--- config.mk ---
export PLATFORM = sky130hd
export DESIGN_NAME = cla4_unit
export DESIGN_NICKNAME = d
export VERILOG_FILES = /design/src/rtl/cla_pkg.sv /design/src/rtl/cla_pol_in.sv /design/src/rtl/cla_carry_sop.sv /design/src/rtl/cla_block_pg.sv /design/src/rtl/cla4_unit.sv
export SDC_FILE = /design/constraint.sdc
export NUM_CORES = 1
export LEC_CHECK = 0
export BUFFER_PORTS_ARGS = -buffer_cell sky130_fd_sc_hd__buf_2
export CAP_MARGIN = 20
export CORE_AREA = 2 2 39 41
export DETAILED_ROUTE_END_ITERATION = 8
export DIE_AREA = 0 0 41 43
export GPL_TIMING_DRIVEN = 0
export SYNTH_ARGS = -nofsm -noshare
export SYNTH_HDL_FRONTEND = slang
export SYNTH_SLANG_ARGS = --single-unit
--- constraint.sdc ---
create_clock -name vclk -period 2.1
set_clock_uncertainty 0.15 [all_clocks]
set_input_delay 0.21 -clock vclk [all_inputs]
set_output_delay 0.21 -clock vclk [all_outputs]
set_load 0.1 [all_outputs]
--- src/rtl/cla_pkg.sv ---
// Shared types for the carry lookahead unit.
// Assumes all signals inside the package are in true (active-high) sense.
package cla_pkg;

    typedef struct packed {
        logic p;
        logic g;
    } pg_t;

    // Merge a more significant span (hi) with a less significant span (lo).
    function automatic pg_t pg_combine(input pg_t hi, input pg_t lo);
        pg_t r;
        r.p = hi.p & lo.p;
        r.g = hi.g | (hi.p & lo.g);
        return r;
    endfunction

endpackage

--- src/rtl/cla_pol_in.sv ---
// Converts the active-low group propagate/generate inputs to true-sense pairs.
// Assumes: inputs are driven by slices that present P and G active-low.
module cla_pol_in #(
    parameter int GROUPS = 4
) (
    input  logic [GROUPS-1:0]          prop_n,
    input  logic [GROUPS-1:0]          gen_n,
    output cla_pkg::pg_t [GROUPS-1:0]  pg
);
    // One inverter pair per group.
    for (genvar i = 0; i < GROUPS; i++) begin : g_inv
        assign pg[i].p = ~prop_n[i];
        assign pg[i].g = ~gen_n[i];
    end
endmodule

--- src/rtl/cla_carry_sop.sv ---
// Flat sum-of-products carries into groups 1..GROUPS-1 (no rippling).
// Assumes: true-sense pg inputs; carry k is the carry out of group k.
module cla_carry_sop #(
    parameter int GROUPS = 4,
    localparam int NCARRY = GROUPS - 1
) (
    input  cla_pkg::pg_t [GROUPS-1:0] pg,
    input  logic                      cin,
    output logic [NCARRY-1:0]         carries
);
    // Each carry: OR over sources j<=k of g[j] masked by p[j+1..k], plus cin masked by p[0..k].
    always_comb begin
        for (int k = 0; k < NCARRY; k++) begin
            logic acc;
            logic cin_term;
            cin_term = cin;
            for (int m = 0; m < GROUPS; m++) begin
                if (m <= k) cin_term = cin_term & pg[m].p;
            end
            acc = cin_term;
            for (int j = 0; j < GROUPS; j++) begin
                logic term;
                term = pg[j].g;
                for (int m = 0; m < GROUPS; m++) begin
                    if (m > j && m <= k) term = term & pg[m].p;
                end
                if (j <= k) acc = acc | term;
            end
            carries[k] = acc;
        end
    end

    // Guard: a carry plus the next group's propagate must give the next carry.
    always_comb begin
        for (int k = 0; k + 1 < NCARRY; k++) begin
            a_r3_r4_chain: assert (!(carries[k] && pg[k+1].p) || carries[k+1]);
        end
    end
endmodule

--- src/rtl/cla_block_pg.sv ---
// Block-level propagate/generate by folding group pairs from LSB upward; outputs active-low.
// Assumes: true-sense pg inputs; carry input deliberately absent.
module cla_block_pg #(
    parameter int GROUPS = 4
) (
    input  cla_pkg::pg_t [GROUPS-1:0] pg,
    output logic                      blk_prop_n,
    output logic                      blk_gen_n
);
    import cla_pkg::*;

    pg_t [GROUPS-1:0] span;

    // Prefix fold: span[i] covers groups 0..i.
    assign span[0] = pg[0];
    for (genvar i = 1; i < GROUPS; i++) begin : g_fold
        assign span[i] = pg_combine(pg[i], span[i-1]);
    end

    assign blk_prop_n = ~span[GROUPS-1].p;
    assign blk_gen_n  = ~span[GROUPS-1].g;

    // Guard: low block propagate needs every group propagating; top generate forces block generate.
    always_comb begin
        logic all_p;
        all_p = 1'b1;
        for (int i = 0; i < GROUPS; i++) all_p = all_p & pg[i].p;
        a_r6_prop_needs_all: assert (blk_prop_n || all_p);
        a_r5_top_gen: assert (!pg[GROUPS-1].g || !blk_gen_n);
    end
endmodule

--- src/rtl/cla4_unit.sv ---
// Four-group carry lookahead unit: true-sense carries in/out, active-low group and block P/G.
// Assumes: purely combinational use; no clock or reset; block outputs feed a same-design unit above.
module cla4_unit #(
    parameter int GROUPS = 4,
    localparam int NCARRY = GROUPS - 1
) (
    input  logic              carry_in,
    input  logic [GROUPS-1:0] grp_prop_n,
    input  logic [GROUPS-1:0] grp_gen_n,
    output logic [NCARRY-1:0] carry_out,
    output logic              blk_prop_n,
    output logic              blk_gen_n
);
    cla_pkg::pg_t [GROUPS-1:0] pg;

    cla_pol_in #(.GROUPS(GROUPS)) u_pol (
        .prop_n (grp_prop_n),
        .gen_n  (grp_gen_n),
        .pg     (pg)
    );

    cla_carry_sop #(.GROUPS(GROUPS)) u_carry (
        .pg      (pg),
        .cin     (carry_in),
        .carries (carry_out)
    );

    cla_block_pg #(.GROUPS(GROUPS)) u_blk (
        .pg         (pg),
        .blk_prop_n (blk_prop_n),
        .blk_gen_n  (blk_gen_n)
    );

    // Cross-check carry logic against block logic and port polarity.
    always_comb begin
        a_r1_full_prop: assert (blk_prop_n || !carry_in || (&carry_out));
        a_r2_gen0: assert (grp_gen_n[0] || carry_out[0]);
        a_r1_idle: assert (!((&grp_prop_n) && (&grp_gen_n)) || (carry_out == '0 && blk_gen_n));
    end
endmodule

Word level (Yosys, flattened, before mapping)
Cells that the tools add are included.
W data, S select, Z words.
Cells by class
  add/subtract/negate cells: 0
  $mul: 0
  divide/modulo/power cells: 0
  $lt $le $gt $ge: 0
  equality and inequality tests: 0
  shifts and indexed selects: 0
  multiplexer cells: 0
  bitwise logic cells: 30
  reduce and logical (&&, ||, !) cells: 0
Operators by type and width (number)
  $and A1 B1 Y1: 11
  $not A1 Y1: 10
  $or A1 B1 Y1: 9
Word-level totals
  flip-flop bits (word level): 0
  bits in latches: 0
  RAM bits: 0
  bits in read-only memories: 0
  input port bits: 9
  output and inout port bits: 5
  word-level logic and storage cells: 30
  memories kept: 0

Longest topological paths before layout
Gate-level depths: netlist (run 1).
  word-level depth: 8
  depth in mapped cells: 3
  mapped depth without buffers: 3

Cells and area by module
From an unflattened synthesis (run 1), not the netlist that was laid out.
Second synthesis, totals
  cell total of the unflattened synthesis: 17
  area total of the unflattened synthesis: 88.8 sq um
By module, submodules not included
  cla_carry_sop: times used 1, cells each 4, area each 31.3 sq um
  cla_pol_in: times used 1, cells each 8, area each 30.0 sq um
  cla_block_pg: times used 1, cells each 5, area each 27.5 sq um

Least setup slack after synthesis (run 1)
No wires, ideal clock.
  path kind: input to output
  from: in carry_in
  to: out carry_out[1]
  data arrival time: 2.520 ns
  required time: 1.740 ns
  path slack: -0.780 ns
  cell stages on the path: 3
  path through: inv_1 -> o21a_1 -> o21ai_0
Between the ends
  cells in the longest elaborated chain, start to end: 4
Ends and longest elaborated chain
  from (decl): RTL line cla4_unit.sv:7  | input logic carry_in,
  $and A1 B1 Y1 (2 in series): RTL line cla_carry_sop.sv:18  | if (m <= k) cin_term = cin_term & pg[m].p;
  $or A1 B1 Y1 (2 in series): RTL line cla_carry_sop.sv:27  | if (j <= k) acc = acc | term;
  to (decl): RTL line cla4_unit.sv:10  | output logic [NCARRY-1:0] carry_out,
No other way between the ends.

Worst setup path after layout (run 1)
  from: in grp_prop_n[2]
  to: out blk_prop_n
Between the ends
  cells in the longest elaborated chain, start to end: 4
Ends and longest elaborated chain
  from (decl): RTL line cla4_unit.sv:8  | input logic [GROUPS-1:0] grp_prop_n,
  $not A1 Y1: RTL line cla_pol_in.sv:12  | assign pg[i].p = ~prop_n[i];
  $and A1 B1 Y1 (2 in series)
  $not A1 Y1: RTL line cla_block_pg.sv:20  | assign blk_prop_n = ~span[GROUPS-1].p;
  to (decl): RTL line cla4_unit.sv:11  | output logic blk_prop_n,
No other way between the ends.

==> run metrics, run 1 <==
Most Frequent Cell on Critical Path buf_2; Worst path depth 4; # resized after CTS 0; DRT Wirelength ~320 um; Starting Density 4.340%; syn_nets 20; power density over the cells 436.4 nW/um2; worst path required time 1.74 ns; Synth area leaders o21ai_0 (25%), o221ai_1 (15%), inv_1 (13%); hold crit path type in2out; critical path startpoint category input pin; crit path from grp_prop_n[2]; global-route wire length before repair between 500 and 600 um; Mean Syn Cell Area 5.460 um2; CP Max Fanout 3; number of max-cap violations 0; core area about 1400 um2; Rows 14; RSZ-0062 raised after global routing false; slowest CP cell or3_1; crit-path cells buf_2 > or2_1 > or3_1 > buf_2; die height 43 um; Pwr Total 0.06989 mW; largest vdd supply drop around 0.074 mV; number of global-route vias before repair ~140; initial antenna violation count 0; Via density 3.195; nets 36; Seq Cell Count 0; I/O Buffers 14; Syn-to-layout area delta 166.7%; router iterations before antenna repair 2; Tcrit/Tclk final 72.30%; area taken by flip-flops and latches 0 um2; Arr. time, crit path about 1.2 ns; Initial DRC Count 1; Pleak 0.07574 nW; Routed wire per std cell 7.683 um; Yosys top cell by area o21ai_0; gpl congestion 0.6740; outcome finished, final reports clean; Max transition margin about two thirds; beginning of the worst hold path grp_prop_n[1]; Gate Count Post-Synth 11; gr usage total 3.796%; gr ovfl total 0; register area share after synthesis 0%; fmax 658.7 MHz; count leader, synth o21ai_0; fill cell count 168; area of the mapped netlist 60.06 um2; post-CTS repair timing setup buffer count 0; via count between 100 and 150; crit path capture type output port; Synth top area share 25.00%; kind of critical path in2out; IO Pins 14; cts-stage hold buffer count 0; synth warn 0; die area 1763 um2; layout cells sized above 1 64.00%; crit-path leading delay family simple AND/OR/NAND/NOR gates; CP endpoint blk_prop_n; worst slew pin tran between 0.4 and 0.5 ns; top cells by count, synth o21ai_0 (3), inv_1 (2); max incr delay on CP approximately 0.30 ns; antenna diode count 0; final antenna-violating net count 0; buffers plus inverters on the worst setup path 2; Hold Worst Slack 0.7191 ns; final hold vios 0; Yosys cell types 8; fin crit period roughly 1.5 ns; pin count of the biggest net entering global routing 4; Die Wd 41 um; Clock buffer cells 0; Post-route DRC 0; Max Slew Vio Count 0; setup violators final 0
==> layout make-up <==
type / instances / area, um2 / area share (%)
Inverter: 2 / 7.507 / 4.687
Multi-Input combinational cell: 9 / 62.56 / 39.06
Tap cell: 16 / 20.02 / 12.50
Timing Repair Buffer: 14 / 70.07 / 43.75
==> how the worst min path moves through the flow <==
stage | endpoint | slack [ns] | depth (start not counted)
4_1_cts | carry_out[1] | 0.73 | 3
3_3_place_gp | carry_out[1] | 0.71 | 3
6_report | carry_out[1] | 0.72 | 3
2_1_floorplan | blk_gen_n | 0.54 | 2
3_5_place_dp | carry_out[1] | 0.73 | 3
5_1_grt | carry_out[1] | 0.75 | 3
==> power breakdown <==
part	internal [mW]	switching, mW	total, mW
sequential	0	0	0
clock	0	0	0
combinational	0.0145	0.0554	0.0699
total	0.0145	0.0554	0.0699
==> per-layer routing <==
metal / vias up / track usage [%] / routed length, um
met5: - / 0 / 0
met4: 0 / 0 / 0
met3: 0 / 0 / 14
met2: 4 / 8.125 / 204
met1: 59 / 3.797 / 97
li1: 68 / - / -
==> metrics by stage <==
step	cells	worst slack (ns)	TNS (ns)	area, um2	utilization (%)
after floorplan	11	-0.03928	-0.03928	70.07	-
after global placement	41	0.5733	0	160.2	11.57
after detailed placement	41	0.5818	0	160.2	11.57
after CTS	41	0.5817	0	160.2	11.57
after global routing	41	0.5413	0	160.2	11.57
final	41	0.5818	0	160.2	11.57
==> logic make-up after synthesis <==
kind of cell    Yosys count  share of synthesized area, %
compound gates            6                         60.41
buf+inv                   2                         12.50
simple gates              3                         27.09
==> cell usage in the layout, fill, tap and decap left out <==
cell / n
o21a_1: 1
buf_2: 14
o21ai_1: 1
nor2_1: 1
or2_1: 1
inv_1: 2
or3_1: 1
o221ai_2: 1
a21oi_2: 1
o21ai_0: 2
No activity file was read; power rests on OpenSTA's default activity.
==> run 2: changes to the inputs <==
Clock period 2.1 ns to 1.35 ns, I/O delays scaled along.
==> run metrics, run 2 (synthesis results as in run 1) <==
Finished Cell Area 207.7 um2; Rows 14; Seq Cell Count 0; pin count of the biggest net entering global routing 4; Pleak 0.09214 nW; IO Pins 14; setup violators final 0; slowest CP cell or3_4; outcome finished, final reports clean; hold crit path type in2out; crit path capture type output port; I/O Buffers 14; area taken by flip-flops and latches 0 um2; Pwr Total 0.1241 mW; die area 1763 um2; Routed wire per std cell 7.195 um; final hold vios 0; Arr. time, crit path 1.04 ns; largest vdd supply drop 0.1227 mV; Via density 3.341; via count 137; crit-path leading delay family simple AND/OR/NAND/NOR gates; buffers plus inverters on the worst setup path 2; Clock buffer cells 0; worst slew pin tran 0.4839 ns; NetSw 0.09244 mW; Seq pwr share 0%; Post-Place Cell Area 182.7 um2; CP Max Fanout 3; initial antenna violation count 0; final antenna-violating net count 0; P_int 0.03170 mW; Max Slew Vio Count 0; Initial DRC Count 0; Die Wd 41 um; critical path startpoint category input pin; die height 43 um; core area about 1400 um2; DRT Wirelength 295 um; crit-path cells buf_2 > or2_4 > or3_4 > buf_12; fin crit period 1.324 ns; global-route wire length before repair about 350 um; power density over the cells 597.7 nW/um2; setup TNS 0 ns; fmax 755.1 MHz; Sw Share 74.46%; kind of critical path in2out; layout cells sized above 1 76.00%; number of global-route vias before repair 111; commonest non-fill, non-tap cell in the layout buf_2; commonest cells after routing, fill and taps aside buf_2 (12), o21ai_0 (2), inv_1 (2); nets 36; router iterations before antenna repair 1; RSZ-0062 raised after global routing false; number of max-cap violations 0; Starting Density 4.340%; Syn-to-layout area delta 245.8%; Post-route DRC 0; post-CTS repair timing setup buffer count 0; share of total power in the clock network 0%; gr ovfl total 0; gpl congestion 0.4582; worst path required time 1.07 ns; Tcrit/Tclk final 98.10%; max incr delay on CP 0.34 ns; combinational power share 100.0%; Max transition margin about two thirds; final core occ 15.01%; gr usage total 2.597%; antenna diode count 0
-- run 2: cell counts in the layout (fill, tap and decap cells not counted) --
No cell type changed its count.
-- run 2: what timing repair did --
action,CTS,global route
hold buffers,0,0
pin swaps,0,0
resized for setup,3,4
endpoints found under the setup margin,2,1
-- run 2: power by group through the flow --
stage | logic, mW | clock network [mW] | registers (mW)
6_report | 0.124 | 0 | 0
2_1_floorplan | 0.0897 | 0 | 0
5_1_grt | 0.130 | 0 | 0
3_3_place_gp | 0.118 | 0 | 0
3_5_place_dp | 0.118 | 0 | 0
4_1_cts | 0.121 | 0 | 0
-- run 2: final cells by class --
class                           count  area [um2]
Fill cell                         160        1176
Inverter                            2       7.507
Multi-Input combinational cell      9       92.59
Tap cell                           16       20.02
Timing Repair Buffer               14       87.58
-- run 2: final timing paths --
path | start | cells after the start | endpoint
hold / removal | grp_prop_n[0] | 3 | blk_prop_n
setup / recovery | grp_prop_n[2] | 4 | blk_prop_n
-- run 2: worst min-delay path, delay by kind of cell --
family / cells / cell delay [ns]
buf+inv: 2 / 0.25
simple gates: 1 / 0.12
-- run 2: metrics by stage --
| stage | setup WS (ns) | instances | hold WS, ns |
|---|---|---|---|
| CTS | 0.007528 | 41 | 0.5407 |
| detailed placement | -0.06728 | 41 | 0.5614 |
| global placement | -0.06093 | 41 | 0.5616 |
| finish | 0.02565 | 41 | 0.4943 |
| global route | 0.01067 | 41 | 0.5062 |
| floorplan | -0.1323 | 11 | 0.3469 |
-- run 2: per-layer routing --
layer	GRT usage (%)	routed length (um)
met1	2.215	92
met2	5.938	171
met3	0	31
met4	0	0
met5	0	0
==> run 3: changes to the inputs <==
Settings changed: GPL_ROUTABILITY_DRIVEN from default to 1, PLACE_DENSITY from default to 0.31.
==> run metrics, run 3 (synthesis results as in run 1) <==
Seq pwr share 0%; crit-path leading delay family simple AND/OR/NAND/NOR gates; worst path required time between 1 and 1.5 ns; M2 GR Usage 5.938%; Initial DRC Count 0; NetSw 0.09323 mW; post-CTS repair timing setup buffer count 0; final hold vios 0; layout cells sized above 1 76.00%; nets 36; area taken by flip-flops and latches 0 um2; Syn-to-layout area delta 250.0%; beginning of the worst hold path grp_prop_n[0]; I/O Buffers 14; multi-input logic area 92.59 um2; Starting Density 4.340%; max incr delay on CP about 0.34 ns; M3 GR Usage 0.5236%; Post-Place Cell Area 182.7 um2; largest vdd supply drop 0.1991 mV; IO Pins 14; Tcrit/Tclk final 98.61%; core area between 1000 and 1500 um2; via count 138; Max transition margin about 68%; fin crit period between 1 and 1.5 ns; kind of critical path in2out; critical path startpoint category input pin; Seq Cell Count 0; Sw Share 74.04%; router iterations before antenna repair 1; Worst path depth 4; crit path from grp_prop_n[2]; share of total power in the clock network 0%; Via density 3.366; CP Max Fanout 3; Pwr Total 0.1259 mW; fmax ~750 MHz; die height 43 um; crit-path cells buf_2 > or2_4 > or3_4 > buf_12; commonest non-fill, non-tap cell in the layout buf_2; Pleak approximately 0.093 nW; DRT Wirelength roughly 330 um; outcome finished, final reports clean; hold crit path type in2out; number of global-route vias before repair 134; busiest grt layer met1; P_int roughly 0.033 mW; die area 1763 um2; gr usage total under 10%; Post-route DRC 0; power density over the cells 599.0 nW/um2; buffers plus inverters on the worst setup path 2; gr ovfl total 0; Rows 14; setup violators final 0; initial antenna violation count 0; Finished Cell Area 210.2 um2; combinational power share 100.0%; Clock buffer cells 0; worst slew pin tran between 0.4 and 0.5 ns; Routed wire per std cell just over 8 um; gpl congestion 0.6763; final antenna-violating net count 0; WHS Path Cells 3; number of max-cap violations 0; Die Wd 41 um; antenna diode count 0; RSZ-0062 raised after global routing false; Max Slew Vio Count 0; commonest cells after routing, fill and taps aside buf_2 (11), o21ai_0 (2), inv_1 (2); global-route wire length before repair between 500 and 600 um; crit path capture type output port; slowest CP cell or3_4; pin count of the biggest net entering global routing 4; # resized after CTS 3; Arr. time, crit path 1.05 ns; fill cell count about 160; cts-stage hold buffer count 0; grt met1 use 6.646%
==> run 3: final cells by class <==
cell class | count | share of cell area [%]
Multi-Input combinational cell | 9 | 44.05
Timing Repair Buffer | 14 | 42.86
Tap cell | 16 | 9.524
Inverter | 2 | 3.571
==> run 3: routing by layer <==
metal	up-vias	routed length (um)
met5	-	0
met4	0	0
met3	0	59
met2	14	124
met1	56	150
li1	68	-
==> run 3: power by group through the flow <==
stage | Clock (mW) | Combinational [mW] | Sequential (mW)
after floorplan | 0 | 0.0897 | 0
after global placement | 0 | 0.119 | 0
after detailed placement | 0 | 0.119 | 0
after CTS | 0 | 0.122 | 0
after global routing | 0 | 0.131 | 0
final | 0 | 0.126 | 0
==> run 3: tightest hold or removal path: stages <==
cell	delay, ns
buf_2	0.09
or3_4	0.12
buf_12	0.16
==> run 3: worst paths after layout <==
path | end | slack (ns)
min | blk_prop_n | 0.50
max | blk_prop_n | 0.02
==> run 3: metrics by stage <==
stage	worst slack (ns)	hold slack (ns)	utilization, %	TNS (ns)	cells
after floorplan	-0.1323	0.3469	-	-0.1667	11
after global placement	-0.08557	0.5638	13.20	-0.1298	41
after detailed placement	-0.07938	0.5595	13.20	-0.1404	41
after CTS	-0.001987	0.5459	13.83	-0.001987	41
after global routing	0.002759	0.5156	15.19	0	41
final	0.01883	0.4968	15.19	0	41
